File: config.mk
export PLATFORM = sky130hd
export DESIGN_NAME = cmp_channel
export DESIGN_NICKNAME = d
export VERILOG_FILES = /design/src/rtl/cmp_channel.sv
export SDC_FILE = /design/constraint.sdc
export NUM_CORES = 1
export LEC_CHECK = 0
export BUFFER_PORTS_ARGS = -buffer_cell sky130_fd_sc_hd__buf_2
export CAP_MARGIN = 20
export CORE_MARGIN = 1
export CORE_UTILIZATION = 35
export CTS_CLUSTER_SIZE = 10
export DETAILED_ROUTE_END_ITERATION = 6
export PLACE_DENSITY_LB_ADDON = 0.12
export SYNTH_ARGS = -nofsm -noshare
export SYNTH_HDL_FRONTEND = slang
export SYNTH_SLANG_ARGS = --single-unit
File: constraint.sdc
create_clock -name clk -period 2.88 [get_ports clk]
set_clock_uncertainty 0.2 [all_clocks]
set_input_delay 0.144 -clock clk [delete_from_list [all_inputs] [get_ports clk]]
set_output_delay 0.144 -clock clk [all_outputs]
set_load 0.02 [all_outputs]
File: src/rtl/cmp_channel.sv
`timescale 1ns/1ps
module cmp_channel #(
  parameter int CNT_W       = 31,
  parameter int PULSE_LEN   = 1,
  parameter logic [3:0] MODE_TOGGLE = 4'h5,
  parameter logic [3:0] MODE_PULSE  = 4'hF
) (
  input  logic             clk,
  input  logic             rst_n,
  input  logic [CNT_W-1:0] cnt_i,
  input  logic             wrap_keep_i,
  input  logic             wr_en_i,
  input  logic             wr_sel_i,
  input  logic [31:0]      wr_data_i,
  output logic [7:0]       status_o,
  output logic [CNT_W-1:0] cmp_active_o,
  output logic             pin_o,
  output logic             irq_o
);
  localparam int PW = (PULSE_LEN > 1) ? $clog2(PULSE_LEN) : 1;

  logic [3:0]       mode_q;
  logic             ie_q, flag_q, armed_q, pend_v_q, pin_q;
  logic [CNT_W-1:0] act_q, pend_q, prev_q;
  logic [PW-1:0]    left_q;

  wire             wr_ctl  = wr_en_i & ~wr_sel_i;
  wire             wr_cmp  = wr_en_i & wr_sel_i;
  wire [3:0]       wr_mode = wr_data_i[5:2];
  wire [CNT_W-1:0] wr_val  = wr_data_i[CNT_W-1:0];
  wire             wrapped = cnt_i < prev_q;
  wire             live    = armed_q & ~(wrapped & ~wrap_keep_i);
  wire             hit     = live & (mode_q != 4'd0) & (cnt_i == act_q);
  wire             go_off  = wr_ctl & (wr_mode == 4'd0);

  assign status_o     = {flag_q, ie_q, mode_q, 2'b00};
  assign cmp_active_o = act_q;
  assign pin_o        = pin_q;
  assign irq_o        = flag_q & ie_q;

  always_ff @(posedge clk or negedge rst_n) begin
    if (!rst_n) begin
      mode_q   <= '0;
      ie_q     <= 1'b0;
      flag_q   <= 1'b0;
      armed_q  <= 1'b0;
      pend_v_q <= 1'b0;
      pin_q    <= 1'b0;
      act_q    <= '0;
      pend_q   <= '0;
      prev_q   <= '0;
      left_q   <= '0;
    end else begin
      prev_q <= cnt_i;

      if (wr_ctl) begin
        mode_q <= wr_mode;
        ie_q   <= wr_data_i[6];
      end

      if (hit)                        flag_q <= 1'b1;
      else if (wr_ctl && wr_data_i[7]) flag_q <= 1'b0;

      if (wr_cmp)                          armed_q <= 1'b1;
      else if (wrapped && !wrap_keep_i)    armed_q <= 1'b0;

      if (wr_cmp && mode_q == 4'd0) act_q <= wr_val;
      else if (hit && pend_v_q)     act_q <= pend_q;

      if (wr_cmp && mode_q != 4'd0) begin
        pend_q   <= wr_val;
        pend_v_q <= 1'b1;
      end else if (wr_cmp || go_off || (hit && pend_v_q)) begin
        pend_v_q <= 1'b0;
      end

      if (go_off) begin
        pin_q  <= 1'b0;
        left_q <= '0;
      end else if (hit && mode_q == MODE_TOGGLE) begin
        pin_q <= ~pin_q;
      end else if (hit && mode_q == MODE_PULSE) begin
        pin_q  <= 1'b1;
        left_q <= PW'(PULSE_LEN - 1);
      end else if (mode_q == MODE_PULSE && pin_q) begin
        if (left_q == '0) pin_q  <= 1'b0;
        else              left_q <= left_q - 1'b1;
      end
    end
  end
endmodule

**Word-level counts from Yosys, hierarchy flattened**

Index checks and enable logic that the tools add are counted.

- Register bits after elaboration: 103
- Input bits: 68
- Output and inout port bits: 41
- Word-level logic and storage cells: 69

- Add/sub/neg operators: 1
- Order comparisons: 1
- Equality and inequality tests: 5
- Multiplexer cells: 18
- Bitwise operators: 12
- Reductions and logical operators: 22

Operator list:

| operator | count |
|---|---|
| 31-bit two-way mux | 2 |
| 31-bit == test | 1 |
| 31-bit less-than comparator | 1 |
| 1-bit two-way mux | 16 |
| 1-bit bitwise AND | 8 |
| 1-bit logical AND | 8 |
| 4-bit logical NOT | 2 |
| 2-bit nonzero test | 4 |
| 4-bit nonzero test | 2 |
| 4-bit by 3-bit == test with 1-bit output (second input constant) | 1 |
| 4-bit == test (second input constant) | 1 |
| 4-bit by 1-bit != test with 1-bit output (second input constant) | 1 |
| 1-bit inverter | 4 |
| 2-bit AND reduction | 2 |
| 3-bit nonzero test | 1 |
| 1-bit logical OR | 2 |
| 2-bit != test (second input constant) | 1 |
| 1-bit logical NOT | 1 |
| 1-bit subtractor (second input constant) | 1 |

**Logic depth before layout (Yosys ltp)**

Gate-level depths: netlist of run 1.

- Depth in word-level cells: 10
- Mapped depth: 12

**Worst setup path after synthesis of run 1**

Ideal clock, no wire load.

- Path type: flip-flop to flip-flop
- From: reg prev_q[29]
- To: reg pin_q (netlist: pin_o)
- Library setup time: 0.101 ns
- Arrival time: 2.172 ns
- Required time: 2.579 ns
- Path slack: 0.407 ns
- Stages on the path, launching flop included: 11
- Buffers on the path: 0
- Path through: dfrtp_1 inv_1 ha_1 nand4_2 nor4_2 a2bb2oi_1 nand3_1 a32oi_1 or4_4 mux2i_1 nor4_1

- Word-level cells in the longest chain between the ends: 10
- Elaborated cells on any way between the ends: 14

RTL lines:

| what | line | text |
|---|---|---|
| start: declaration | 24 | `logic [CNT_W-1:0] act_q, pend_q, prev_q;` |
| start signal: assignment | 54 | `prev_q <= cnt_i;` |
| 31-bit less-than comparator (*) | 31 | `wire wrapped = cnt_i < prev_q;` |
| 1-bit bitwise AND (*) | 32 | `wire live = armed_q & ~(wrapped & ~wrap_keep_i);` |
| 1-bit inverter (*) | 32 |  |
| 1-bit bitwise AND (*) | 32 |  |
| 1-bit bitwise AND (*) (2 in series) | 33 | `wire hit = live & (mode_q != 4'd0) & (cnt_i == act_q);` |
| 1-bit logical AND | 82 | `end else if (hit && mode_q == MODE_PULSE) begin` |
| 1-bit two-way mux | 82 |  |
| 1-bit two-way mux | 80 | `end else if (hit && mode_q == MODE_TOGGLE) begin` |
| 1-bit two-way mux | 77 | `if (go_off) begin` |
| end signal: assignment | 81 | `pin_q <= ~pin_q;` |
| end: declaration | 23 | `logic ie_q, flag_q, armed_q, pend_v_q, pin_q;` |

Every way passes the cells marked *; elsewhere a longest branch is shown, timed or not.
A chain may end at the register's enable or synchronous reset.

**Final worst setup path of run 1**

- From: in cnt_i[27]
- To: reg act_q[14] (netlist: cmp_active_o[14])

- Word-level cells in the longest chain between the ends: 8
- Elaborated cells on any way between the ends: 9

RTL lines:

| what | line | text |
|---|---|---|
| start: declaration | 10 | `input logic [CNT_W-1:0] cnt_i,` |
| 31-bit less-than comparator | 31 |  |
| 1-bit bitwise AND | 32 |  |
| 1-bit inverter | 32 |  |
| 1-bit bitwise AND | 32 |  |
| 1-bit bitwise AND | 33 |  |
| 1-bit bitwise AND (*) | 33 |  |
| 1-bit logical AND (*) | 68 | `else if (hit && pend_v_q) act_q <= pend_q;` |
| 2-bit nonzero test (no line) (*) | n/a |  |
| end signal: assignment | 67 | `if (wr_cmp && mode_q == 4'd0) act_q <= wr_val;` |
| end signal: assignment | 68 |  |
| end: declaration | 24 |  |

Marks and branches as above.

==> results of run 1 <==
## Yosys cell counts (all sizes together), types with 3 or more instances
cell	count
nor3	4
xor2	23
inv	31
nor2	38
nand4	6
o21ai	9
ha	30
buf	8
nor3b	3
nor4	9
a21oi	46
dfrtp	102
nand2	20
mux2i	31
clkbuf	10
mux2	36
nand3	6
xnor2	8
## routing by layer
metal | global-route usage [%] | vias to the layer above
li1 | - | 1848
met1 | 25.70 | 1810
met2 | 29.39 | 64
met3 | 3.336 | 12
met4 | 7.407 | 0
met5 | 0 | -
## cell type report
| class | instances | area share, % |
|---|---|---|
| clock buffer | 9 | 3.333 |
| clock inverter | 7 | 1.111 |
| inverter | 31 | 1.722 |
| multi-input combinational | 283 | 32.36 |
| sequential | 102 | 37.77 |
| tap | 180 | 3.333 |
| timing repair buffer | 185 | 20.37 |
## power by group through the flow
stage | combinational, mW | sequential [mW] | clock (mW)
final | 1.53 | 2.08 | 1.24
after global routing | 1.68 | 2.12 | 1.33
after CTS | 1.53 | 2.08 | 1.28
after detailed placement | 1.46 | 2.11 | 0
after global placement | 1.44 | 2.09 | 0
after floorplan | 0.618 | 2.31 | 0
## kinds of logic (layout without fill, tap and decap cells)
logic type | after synthesis | after routing
AO/OA/AOI/OAI | 61 | 61
XOR/XNOR | 31 | 31
adder cells (fa/ha/maj) | 30 | 30
buffers and inverters | 49 | 232
flip-flops | 102 | 102
multiplexers | 67 | 67
other | 1 | 2
AND/OR/NAND/NOR | 92 | 92
## sequential cells by signal (all words and copies together) (netlist names)
| name | cells |
|---|---|
| pend_q | 31 |
| armed_q | 1 |
| flag_q | 1 |
| ie_q | 1 |
| pin_o | 1 |
| prev_q | 31 |
| cmp_active_o | 31 |
| pend_v_q | 1 |
| mode_q | 4 |
## final timing paths
| kind | depth (start not counted) | start | endpoint | slack (ns) |
|---|---|---|---|---|
| worst max-delay path | 12 | cnt_i[27] | cmp_active_o[14] | 0.1 |
| worst min-delay path | 5 | wrap_keep_i | armed_q | 0.03 |
| worst max register to register | 11 | prev_q[29] | cmp_active_o[14] | 0.15 |
| worst min register to register | 1 | pend_q[4] | pend_q[4] | 0.31 |
| max in group asynchronous | 3 | rst_n | pend_q[3] | 1.56 |
| min in group asynchronous | 2 | rst_n | prev_q[6] | 0.16 |
## timing repair
| item | 4_1_cts | 5_1_grt |
|---|---|---|
| endpoints found under the setup margin | 0 | 33 |
| endpoints found under the hold margin | 148 | 0 |
| setup buffers | 0 | 3 |
| hold buffers | 65 | 0 |
| resized for setup | 0 | 9 |
## worst reg2reg max path, stage by stage (launching register included)
cell and delay (ns):
dfrtp_1 0.32, inv_1 0.04, ha_1 0.31, nand4_2 0.18
nor4_4 0.35, buf_4 0.16, a32oi_2 0.18, nor3b_4 0.26
buf_12 0.16, clkbuf_4 0.18, mux2i_1 0.19, a21oi_1 0.08
## metrics by stage
stage	hold WS [ns]	total power [mW]	area (um^2)	setup TNS, ns
6_report	0.03220	4.846	6758	0
5_1_grt	0.05885	5.126	6758	-0.1647
4_1_cts	0.08154	4.898	6658	0
3_5_place_dp	0.01326	3.569	5707	0
3_3_place_gp	0.01105	3.529	5707	0
2_1_floorplan	-0.3516	2.931	4954	0
==> results list, run 1 <==
- Before antenna repair, the detailed router went through 4 iterations.
- Detailed placer's ending HPWL: 9.268 mm
- Routed len/inst: 16.34 um
- Fmax achieved: 359.4 MHz
- Final slew viol count: 0
- Per report_power, the combinational group accounts for 31.6% of the total.
- Clock input transition at the sequential cells of the worst setup and hold paths: 0.07 ns
- Hold WC Path Type: primary input to register
* Synth Area in Compound Gates: 6.598%
- Vias in the first global route: 3775
* Net switching power: 1.722 mW
- Share of post-route cells with drive strength above 1: 29.17%
- Leaving out fill and tap cells, the most frequent cells in the layout are 103 x buf_2, 102 x dfrtp_1, 65 x dlygate4sd3_1.
* Clock network latency to the later pin of the worst-skew pair: 0.36 ns
* Final Critical Period: 2.782 ns
* Share of synthesized area spent on multiplexers: 14.46%
- Final Worst Setup Slack: 0.09766 ns
* Final RePlAce weighted congestion: 0.7620
- Crit end category: register
* Count of buffering cells on the critical path with inverters included: 5
- The initial antenna violation count came to 0.
* Routed WL: 13.02 mm
- DRC violations left: 0
* Clock share of power: 25.6%
* Clock Root Buffer: clkbuf_16
- Unique masters post-synth: 36
- For this design, the sink count on the clock tree is 102.
* Slew at the pin closest to its max-slew limit: 0.6654 ns
* Unrepaired setup endpoints after global routing: true
- Maximum number of pins on one net before global-route repair: 55
- Grt total ovfl: 0
* Top delay family on crit path: buffers and inverters
* Area of the die: 14620 um^2
* Number of cells produced by synthesis: 433
* Switching power share of the total: 35.52%
- FFs w/ async S/R, synth: 100.0%
- Number of synthesized flops with an enable pin: 0
* Number of levels in the clock H-tree: 3
- Buffers inserted during clock tree synthesis total 9.
* Worst path required time: 2.91 ns
* Post-Synthesis Mean Instance Area: 11.43 um^2
- Cell chain of the critical path: dlygate4sd3_1, buf_2, ha_1, nand4_2, nor4_4, buf_4, a32oi_2, nor3b_4, buf_12, clkbuf_4, mux2i_1, a21oi_1
- The final hold violation count came to 0.
* Slew margin rel.: 55.64%
- Before CTS, the worst setup slack after placement is 0.05547 ns.
- Initial standard-cell utilization of the core: 35.80%
* Area occupied by multi-input gates: 2187 um^2
* Final-report setup violation count: 0
- In this run the count of I/O pins placed on the die edge is 109.
* DRT met1 WL: 6.348 mm
- For this run, the slowest stage of the critical path takes 0.53 ns.
* Number of vias after detailed routing: 3734
* Total number of placement rows: 43
* Cell count after placement: 712
- The most used flip-flop cell after synthesis is dfrtp_1.
* Max Cap Viol: 0
* Area share of xor/xnor cells in the synthesized design: 5.485%
- The critical path in this run is classified as primary input to register.
* Mean number of vias per cell: 4.685
- Routed length on met3: 397 um
- Summed over all cells, the static leakage comes to 3.106 nW.
- Crit path arrival time: 2.81 ns
- In the final layout, flip-flops and latches occupy 2552 um^2.
- Post-synthesis sequential element count: 102
* Inserted Diodes: 0
- TritonCTS clock tree: built
- Detail Route Antenna Nets: 0
- Overall fraction of global-route tracks in use: 18.76%
- Met2 layer wire length in the routed design: 6.070 mm
- The share of synthesized area in the top cell type comes to 51.57%.
* Fraction of the mapped netlist area in adder cells: 7.583%
* Uppermost signal routing layer after detailed routing: met4
- Sequential cell area fraction in the yosys report: 51.57%
- Total core area: 13830 um^2
* Part of the power in registers: 42.9%
* Die width: 120.9 um
- CTS Buffer Depth: 2
* Violation count after the first detailed-route iteration: 168
* Worst vdd rail ir drop: 0.3877 mV
- Yosys warning total: 0
* Total power per unit cell area: 717.2 nW/um^2
- Number of fill cells in the layout: 1283
- The run finished with clean final reports.
* Synth area leaders: dfrtp_1 52%, mux2_2 8.2%, ha_1 7.6%
- Netlist Area Pre-Place: 4950 um^2
- The final critical path takes up 96.61% of the cycle.
- Crit path max fanout: 5
- Leaving out fill and tap cells, the most frequent cell in the layout is buf_2.
- Total number of nets in the final design: 710
- Startpoint type of the worst setup path: primary input
- Final cell utilization of the core: 48.87%
* Largest family of logic cells by synthesized area: multiplexers
- Simple-gate share of the synthesized area: 9.075%
* Leading area contributor after synthesis: dfrtp_1
* Cell internal pwr: 3.125 mW
- Relative to the synthesized area, the layout overhead comes to 36.53%.
- Die height: 120.9 um
- Count of buffers inserted at the top-level ports: 105
* Cell with the largest stage delay on the worst path: dlygate4sd3_1
* Final standard cell count with taps included and fillers excluded: 797
- The first global-routing pass estimated 20.13 mm of wire.
(Power assumes the default switching activity.)
==> run 2: changes to the inputs <==
- BUFFER_PORTS_ARGS: -buffer_cell sky130_fd_sc_hd__buf_2 -> unset
- CORE_ASPECT_RATIO: unset -> 1.4
- DONT_BUFFER_PORTS: unset -> 1
==> results list, run 2 (synthesis gave the netlist of run 1 again) <==
- Entering global routing, the biggest net connects 103 pins.
- Count of buffering cells on the critical path with inverters included: 4
- The library cells used most frequently in the layout, excluding fill and tap cells, are 102 x dfrtp_1, 66 x dlygate4sd3_1, 46 x a21oi_1.
- Summed over all nets, the switching power comes to 1.635 mW.
- The clock network is responsible for 24.8% of the overall power.
* Status: finished clean
* Clock network latency to the later pin of the worst-skew pair: 0.35 ns
- Number of cell instances on the worst register-to-register path: 11
* Crit end category: register
- CTS Buffer Depth: 2
- VDD sags by at most 0.2734 mV.
- The number of antenna diodes in the final layout is 0.
- On the critical path, the stage with the largest delay is an instance of ha_1.
- After detailed routing, the total wire length is 12.79 mm.
- Crit path arrival time: 2.71 ns
- Reported leakage power: 2.759 nW
- Number of levels in the clock H-tree: 3
- Share of post-route cells with drive strength above 1: 16.86%
- After detailed routing, the number of remaining DRC violations is 0.
- Antenna violations before repair: 0
* Part of the power in registers: 48.6%
* Final-report setup violation count: 0
- Unrepaired setup endpoints after global routing: false
- In this run the core area contains 51 standard-cell rows.
* Number of buffers added by the clock tree synthesis step: 9
- In this run the standard cell core region covers 13850 um^2.
* Wire length of the first global-routing pass: 19.41 mm
- The congestion estimate from routability-driven global placement came to 0.7179.
- Slew margin rel.: 55.97%
* TritonCTS clock tree: built
- The die covers 14630 um^2.
- The routed layout has 3378 vias.
* CP Class: register to register
* Switching power share of the total: 35.36%
- Global routing used 18.22% of the available tracks across all layers.
- Clock input transition at the sequential cells of the worst setup and hold paths: 0.07 ns
- In this run the worst path has a maximum fanout of 10.
- Worst path required time: 2.88 ns
- Setup TNS after final layout: 0 ns
* Area growth from synthesis to layout: 28.08%
- Of the available clock period, the critical path in the final layout requires 94.04%.
* Number of top-level pins: 109
- Max Cap Viol: 0
- Violation count after the first detailed-route iteration: 98
- Final standard cell count with taps included and fillers excluded: 713
- The share of total power dissipated in combinational logic is 26.6%.
* Number of hold violations in the final report: 0
* Slew at the pin closest to its max-slew limit: 0.6605 ns
* Top delay family on crit path: simple AND/OR/NAND/NOR gates
* Pre-antenna DRT Iters: 4
* Mean number of vias per cell: 4.738
- Startpoint type of the worst setup path: register
- Cell count after placement: 626
- Most common cell after layout, fill and taps aside: dfrtp_1
- Port buffering added 0 buffers.
* Max stage delay on crit path: 0.35 ns
* Fmax achieved: 369.2 MHz
* Die height: 142.7 um
* Routed len/inst: 17.94 um
- The tightest min-delay check is of the primary input to register type.
- Clock Root Buffer: clkbuf_16
* Total power per unit cell area: 729.4 nW/um^2
- Initial standard-cell utilization of the core: 35.75%
- Worst hold stages: 3
* Total number of nets in the final design: 621
- Final Critical Period: 2.708 ns
- Logic depth of the worst path, buffers included: 11
- For this run the aggregate overflow at the end of global routing stands at 0.
- Detailed placer's ending HPWL: 8.515 mm
* Die width: 102.5 um
* Vias in the first global route: 3468
- Walking the worst path, the cells encountered are inv_1, ha_1, nand4_4, nor4_4, buf_4, a32oi_2, nor3b_4, buf_12, buf_12, mux2i_1, a21oi_1.
- Detail Route Antenna Nets: 0
* Cell internal pwr: 2.989 mW
- Library cell appearing most often on the critical path: buf_12
- The number of slew-limit violations in the final report was 0.
- Number of sinks driven by the clock tree: 102
run 2: cell types whose count changed in the layout (fill, tap and decap cells not counted), moves of 2 or more:
cell and change:
buf_8 -2, nor4_1 -2, clkinvlp_4 -4, buf_4 +16
clkbuf_1 +3, buf_2 -103, nor4_2 +2
run 2: power by group through the flow:
stage                     clock (mW)  combinational, mW  sequential [mW]
final                           1.15               1.23             2.25
after detailed placement           0               1.11             2.28
after global routing            1.24               1.36             2.29
after global placement             0               1.09             2.27
after CTS                       1.19               1.25             2.25
after floorplan                    0              0.618             2.31
run 2: worst paths after layout:
check	endpoint	start	slack, ns
min	flag_q	wr_en_i	0.05
max reg2reg	cmp_active_o[22]	prev_q[29]	0.17
min in group asynchronous	pend_q[24]	rst_n	0.22
min reg2reg	cmp_active_o[7]	pend_q[7]	0.31
max	cmp_active_o[22]	prev_q[29]	0.17
max in group asynchronous	pend_q[11]	rst_n	1.86
run 2: per-stage QoR:
step                utilization, %  setup slack, ns  hold slack [ns]  power (mW)  cell area (um^2)
finish                       45.78           0.1717          0.05462       4.624              6340
global route                 45.78          0.01743          0.06292       4.891              6340
CTS                          45.13         0.009317          0.03607       4.688              6248
detailed placement           38.11         0.002383          -0.3464       3.389              5278
global placement             38.11          0.05542          -0.3468       3.360              5278
floorplan                        -           0.4071          -0.3516       2.931              4954
run 2: cell type report:
cell class	count	area (um^2)
Sequential cell	102	2552
Multi-Input combinational cell	283	2208
Tap cell	185	231.5
Clock buffer	13	250.2
Timing Repair Buffer	96	960.9
Fill cell	1333	7507
Inverter	31	116.4
Clock inverter	3	20.02
run 2: repair_timing:
| item | 4_1_cts | 5_1_grt |
|---|---|---|
| hold buffers | 67 | 0 |
| gates resized for setup | 2 | 5 |
| setup endpoints to repair | 16 | 33 |
| buffers inserted | 0 | 3 |
| pin swaps | 2 | 4 |
| gates cloned | 0 | 1 |
| endpoints found under the hold margin | 204 | 0 |
run 2: metal layers:
metal  up-vias  track usage [%]  routed length [um]
met5         -                0                   0
met4         0            6.617                 194
met3        11            3.916                 532
met2        67            31.30                6701
met1      1621            22.11                5359
li1       1679                -                   -
run 2: tightest hold or removal path, delay by kind of cell:
kind | cells | cell delay [ns]
and+or+nand+nor | 2 | 0.30
AOI/OAI and AO/OA | 1 | 0.12
